$ cat src/rtl/eff_clock_monitor.sv
module eff_clock_monitor #(
  parameter int CNT_W     = 32,
  parameter int WIN_W     = 16,
  parameter int THREADS   = 2,
  parameter int RATE_FRAC = 8
) (
  input  logic                       clk,
  input  logic                       rst,
  input  logic                       ref_tick,
  input  logic [THREADS-1:0]         thread_busy,
  input  logic                       forced_idle,
  input  logic                       full_load_sample,
  input  logic [WIN_W-1:0]           win_len,
  output logic                       result_valid,
  output logic [15:0]                load_frac,
  output logic [CNT_W+RATE_FRAC-1:0] rate,
  output logic [CNT_W+RATE_FRAC-1:0] eff_rate
);

  localparam int DW = CNT_W + 16;
  localparam int RW = CNT_W + RATE_FRAC;
  localparam int SW = $clog2(DW);

  typedef enum logic [1:0] {PH_IDLE, PH_LOAD, PH_EFF, PH_RATE} phase_t;

  logic [WIN_W-1:0] tick_cnt;
  logic [CNT_W-1:0] tot_c, bsy_c, stot_c, sbsy_c;
  logic [CNT_W-1:0] tot_n, bsy_n, stot_n, sbsy_n;

  wire en        = win_len != '0;
  wire core_busy = (|thread_busy) && !forced_idle;
  wire close     = en && ref_tick &&
                   (({1'b0, tick_cnt} + (WIN_W+1)'(1)) >= {1'b0, win_len});

  assign tot_n  = tot_c + CNT_W'(1);
  assign bsy_n  = bsy_c + CNT_W'(core_busy);
  assign stot_n = stot_c + CNT_W'(full_load_sample);
  assign sbsy_n = sbsy_c + CNT_W'(full_load_sample && core_busy);

  always_ff @(posedge clk) begin
    if (rst || !en || close) begin
      tick_cnt <= '0;
      tot_c    <= '0;
      bsy_c    <= '0;
      stot_c   <= '0;
      sbsy_c   <= '0;
    end else begin
      tick_cnt <= tick_cnt + WIN_W'(ref_tick);
      tot_c    <= tot_n;
      bsy_c    <= bsy_n;
      stot_c   <= stot_n;
      sbsy_c   <= sbsy_n;
    end
  end

  phase_t           phase;
  logic [SW-1:0]    step;
  logic [DW-1:0]    dvd, quo;
  logic [CNT_W-1:0] rem, dsr;
  logic [CNT_W-1:0] snap_tot, snap_sbsy, snap_stot, snap_win;
  logic [15:0]      load_r, eff_r;

  wire [CNT_W:0]  trial = {rem, dvd[DW-1]};
  wire            fits  = trial >= {1'b0, dsr};
  wire [CNT_W:0]  diff  = trial - {1'b0, dsr};
  wire [DW-1:0]   quo_n = {quo[DW-2:0], fits};
  wire            last  = step == SW'(DW-1);
  wire [15:0]     sat   = (|quo_n[DW-1:16]) ? 16'hFFFF : quo_n[15:0];
  wire [RW+15:0]  prod  = {{RW{1'b0}}, eff_r} * {16'b0, quo_n[RW-1:0]};

  always_ff @(posedge clk) begin
    if (rst) begin
      phase        <= PH_IDLE;
      step         <= '0;
      dvd          <= '0;
      quo          <= '0;
      rem          <= '0;
      dsr          <= '0;
      snap_tot     <= '0;
      snap_sbsy    <= '0;
      snap_stot    <= '0;
      snap_win     <= '0;
      load_r       <= '0;
      eff_r        <= '0;
      result_valid <= 1'b0;
      load_frac    <= '0;
      rate         <= '0;
      eff_rate     <= '0;
    end else begin
      result_valid <= 1'b0;
      if (phase == PH_IDLE) begin
        if (close) begin
          dvd       <= {bsy_n, 16'b0};
          dsr       <= tot_n;
          snap_tot  <= tot_n;
          snap_sbsy <= sbsy_n;
          snap_stot <= stot_n;
          snap_win  <= CNT_W'(win_len);
          rem       <= '0;
          quo       <= '0;
          step      <= '0;
          phase     <= PH_LOAD;
        end
      end else if (!last) begin
        dvd  <= {dvd[DW-2:0], 1'b0};
        rem  <= fits ? diff[CNT_W-1:0] : trial[CNT_W-1:0];
        quo  <= quo_n;
        step <= step + SW'(1);
      end else begin
        rem  <= '0;
        quo  <= '0;
        step <= '0;
        case (phase)
          PH_LOAD: begin
            load_r <= sat;
            dvd    <= {snap_sbsy, 16'b0};
            dsr    <= snap_stot;
            phase  <= PH_EFF;
          end
          PH_EFF: begin
            eff_r  <= sat;
            dvd    <= {16'b0, snap_tot} << RATE_FRAC;
            dsr    <= snap_win;
            phase  <= PH_RATE;
          end
          default: begin
            rate         <= quo_n[RW-1:0];
            load_frac    <= load_r;
            eff_rate     <= prod[RW+15:16];
            result_valid <= 1'b1;
            phase        <= PH_IDLE;
          end
        endcase
      end
    end
  end

  a_r4_busy_within_total: assert property (@(posedge clk) disable iff (rst)
    bsy_c <= tot_c);

  a_r6_sample_within_total: assert property (@(posedge clk) disable iff (rst)
    (sbsy_c <= stot_c) && (stot_c <= tot_c) && (sbsy_c <= bsy_c));

  a_r6_eff_not_above_rate: assert property (@(posedge clk) disable iff (rst)
    result_valid |-> (eff_rate <= rate));

  a_r7_single_pulse: assert property (@(posedge clk) disable iff (rst)
    result_valid |=> !result_valid);

  a_r7_hold_between: assert property (@(posedge clk) disable iff (rst)
    !result_valid |-> ($stable(load_frac) && $stable(rate) && $stable(eff_rate)));

  a_r9_disabled_clears: assert property (@(posedge clk) disable iff (rst)
    (win_len == '0) |=> (tot_c == '0 && tick_cnt == '0));

endmodule

$ cat config.mk
export PLATFORM = sky130hd
export DESIGN_NAME = eff_clock_monitor
export DESIGN_NICKNAME = d
export VERILOG_FILES = /design/src/rtl/eff_clock_monitor.sv
export SDC_FILE = /design/constraint.sdc
export NUM_CORES = 2
export LEC_CHECK = 0
export BUFFER_PORTS_ARGS = -buffer_cell sky130_fd_sc_hd__buf_4
export CORE_ASPECT_RATIO = 1.1
export CORE_MARGIN = 1.5
export CORE_UTILIZATION = 70
export DETAILED_ROUTE_END_ITERATION = 16
export PLACE_DENSITY = 0.93
export SLEW_MARGIN = 20
export SYNTH_ARGS = -nofsm -noshare
export SYNTH_HDL_FRONTEND = slang
export SYNTH_SLANG_ARGS = --single-unit
$ cat constraint.sdc
create_clock -name clk -period 14.9 [get_ports clk]
set_input_delay 2.98 -clock clk [delete_from_list [all_inputs] [get_ports clk]]
set_output_delay 2.98 -clock clk [all_outputs]
set_load 0.02 [all_outputs]
==> impl_metrics.toml <==
[critical_path]
crit_arrival_ns = 8.80
critPathKind = "reg2reg"
cp-start-kind = "flop"
cp_top_family = "adder cells"
crit_buf_inv = 6
crit_path_max_fanout = 21
crit_path_top_delay_cell = "or2_2"
cp_slowest_stage_delay_ns = 0.53
worstPathRequired_ns = 15.45
rr_worst_depth = 30
cp-end-kind = "flop"
crit_cells = 30

[synthesis]
synthCells = 5181
ys_seq_area_share_pct = 24.94
synth_cell_types = 88
synth_top_area_cell = "dfxtp_1"
synth.top_cell.area_share_pct = 24.94
netlist_top_cells_area = "dfxtp_1 (25%), fa_1 (24%), nand2_1 (7.4%), ha_1 (5.4%), inv_1 (4.9%)"
synth_nets = 5923
syn-cell-area_sq_um = 43670
synth-main-ff-cell = "dfxtp_1"
ys_warn_count = 0
synth_area_per_cell_sq_um = 8.430
synth_edf_count = 0
yosysMostFrequentCell = "nand2_1"
ys_seq_elements = 544
async_reset_ff_share_pct = 0
synthTopCellsByCount = "nand2_1 (862), inv_1 (568), dfxtp_1 (544)"

[timing]
max_freq_mhz = 121.2
final-setup-viol-count = 0
rsz0062_at_grt = "no"
min_period_ns = 8.248
worstMarginPinSlew_ns = 1.162
setup_tns_ns = 0
fin_crit_sh_pct = 55.35
finalHoldViolations = 0
fin_skew_ns = 0.03954
relSlewSlack_pct = 22.53
maxSlewViolCount = 0

[final_layout]
multi_input_area_sq_um = 29310
final.fill_count = 4087
stdcell_count = 5932
drive_above_1_share_pct = 6.226
diodes = 0
regArea_sq_um = 10890
nets = 5804
synthToLayoutAreaGrowth_pct = 6.664

[clocking]
post-cts-setup-buffers = 0
cts_buffers = 58
clock_path_buffers = 3
h-tree-depth = 2
tritoncts = "built"
clk_pin_slew_ns = 0.07
cts_resized = 0
ctsHoldBuffers = 0
clock_latency_ns = 0.66
cts.sinks = 544
root_buffer = "clkbuf_16"

[placement]
portBuffers = 119
place_congestion = 0.9470
hpwl_um = 86000
place_inst = 5826

[drt]
drt-pass1-iter-count = 8
drt-wirelength-per-cell_um = 20.81
vias_per_cell = 6.274
drtIter0Drc = 3570
wl_um = 123400
drc_errors = 0
dr_total_vias = 37220
detail-route-antenna-nets = 0

[power_and_ir_drop]
share_comb_of_total_power_pct = 37.9
p_clk_share_pct = 30.2
powerDensity_nw_per_um2 = 105.1
p_leak_nw = 19.27
power_switching_mw = 1.937
swShare_pct = 39.56
p_int_mw = 2.959
p_seq_share_pct = 31.9
peakVddDrop_v = 0.0003381

[floorplan]
core-area_sq_um = 61450
dieArea_sq_um = 63900
die_x_um = 241.2
die_y_um = 265.0
start_util_pct = 71.07
ioPinCount = 120
core.rowCount = 95

[grt]
grt_overflow_total = 0
antenna_found_initial = 0
grt_use_met2_pct = 64.48
grt_pass1_wl_um = 199900
busiest_layer = "met2"
grt_pass1_vias = 38470
track_usage_pct = 39.78
use_met1_pct = 46.58
met3_usage_pct = 10.87
grt_max_degree = 113

[min_path]
worstHoldPathCells = 2
hold_path.class = "reg2reg"

[flow_run]
max_cap_viol_count = 0

[status]
status = "completed"
==> worst register-to-register path: cells and delay by family, from the launching register on <==
family                     cells  cell delay, ns
DFF                            1            0.30
AOI/OAI and AO/OA             10            2.48
and+or+nand+nor                6            1.78
buffers and inverters          6            0.32
adders and majority gates      8            3.27
==> logic make-up (layout without fill, tap and decap cells) <==
family          count (synthesis)  count (layout)  share of synthesized area (%)
mux                            62              62                          1.430
flops                         544             544                          24.94
xor+xnor                      196             196                          3.931
buf+inv                       919             846                          8.136
compound gates                787             787                          12.04
simple gates                 1954            1954                          19.82
fa+ha+maj                     719             719                          29.71
==> worst paths after layout <==
check | startpoint | to | slack, ns
max | dsr[30] | eff_rate[33] | 6.65
min | load_r[5] | load_frac[5] | 0.45
max reg2reg | dsr[30] | eff_rate[33] | 6.65
min reg2reg | load_r[5] | load_frac[5] | 0.45
==> metrics by stage <==
stage               hold slack [ns]  instance area, sq um  util, %  worst slack [ns]  power (mW)
floorplan                    0.4323                 43670        -             7.496       2.938
global placement             0.4384                 44650    72.66             6.760       3.377
detailed placement           0.4443                 44650    72.66             6.670       3.384
CTS                          0.4522                 46580    75.80             6.700       4.854
global route                 0.4643                 46580    75.81             6.229       5.123
finish                       0.4528                 46580    75.81             6.652       4.896
==> sequential cells by signal (all words and copies together) (netlist names), 32 cells and up <==
| signal | count |
|---|---|
| quo | 47 |
| dvd | 40 |
| eff_rate | 40 |
| rate | 40 |
| bsy_c | 32 |
| dsr | 32 |
| rem | 32 |
| sbsy_c | 32 |
| snap_sbsy | 32 |
| snap_stot | 32 |
| snap_tot | 32 |
| stot_c | 32 |
| tot_c | 32 |
==> placed cells by master, fill, tap and decap left out, drive strengths merged, types with 6 or more instances in the layout <==
cell      n
nand2   862
inv     572
dfxtp   544
fa      530
nor2    517
a21oi   242
and2    191
ha      189
a211oi  181
buf     170
xor2    113
nand3   109
o21ai    98
clkbuf   86
xnor2    83
a22oi    69
nor3     60
mux2i    59
and3     55
nand4    54
a21o     52
o211ai   26
nor3b    24
nor4     18
a31oi    15
o21bai   15
o21a     14
nor2b    13
and4     12
clkinv   12
or2      11
a221o    10
or3      10
a211o     7
nand2b    6
a21boi    6
==> power by group through the flow <==
stage | combinational [mW] | clock, mW | sequential [mW]
global route | 2.00 | 1.55 | 1.57
global placement | 1.79 | 0 | 1.59
CTS | 1.81 | 1.49 | 1.56
floorplan | 1.36 | 0 | 1.58
finish | 1.85 | 1.48 | 1.56
detailed placement | 1.79 | 0 | 1.59
==> metal layers <==
layer / vias up / wire length (um)
met1: 17890 / 42970
met2: 2258 / 58090
met4: 0 / 8674
met5: - / 0
met3: 610 / 13710
li1: 16460 / -
==> cell type report <==
type,instances,share of cell area [%]
clock inverters,20,0.4700
repair buffers,170,2.764
flip-flops and latches,544,23.39
multi-input cells,3718,62.91
clock buffers,86,3.666
inverters,570,4.593
well taps,824,2.213
No activity file was read; power rests on OpenSTA's default activity.
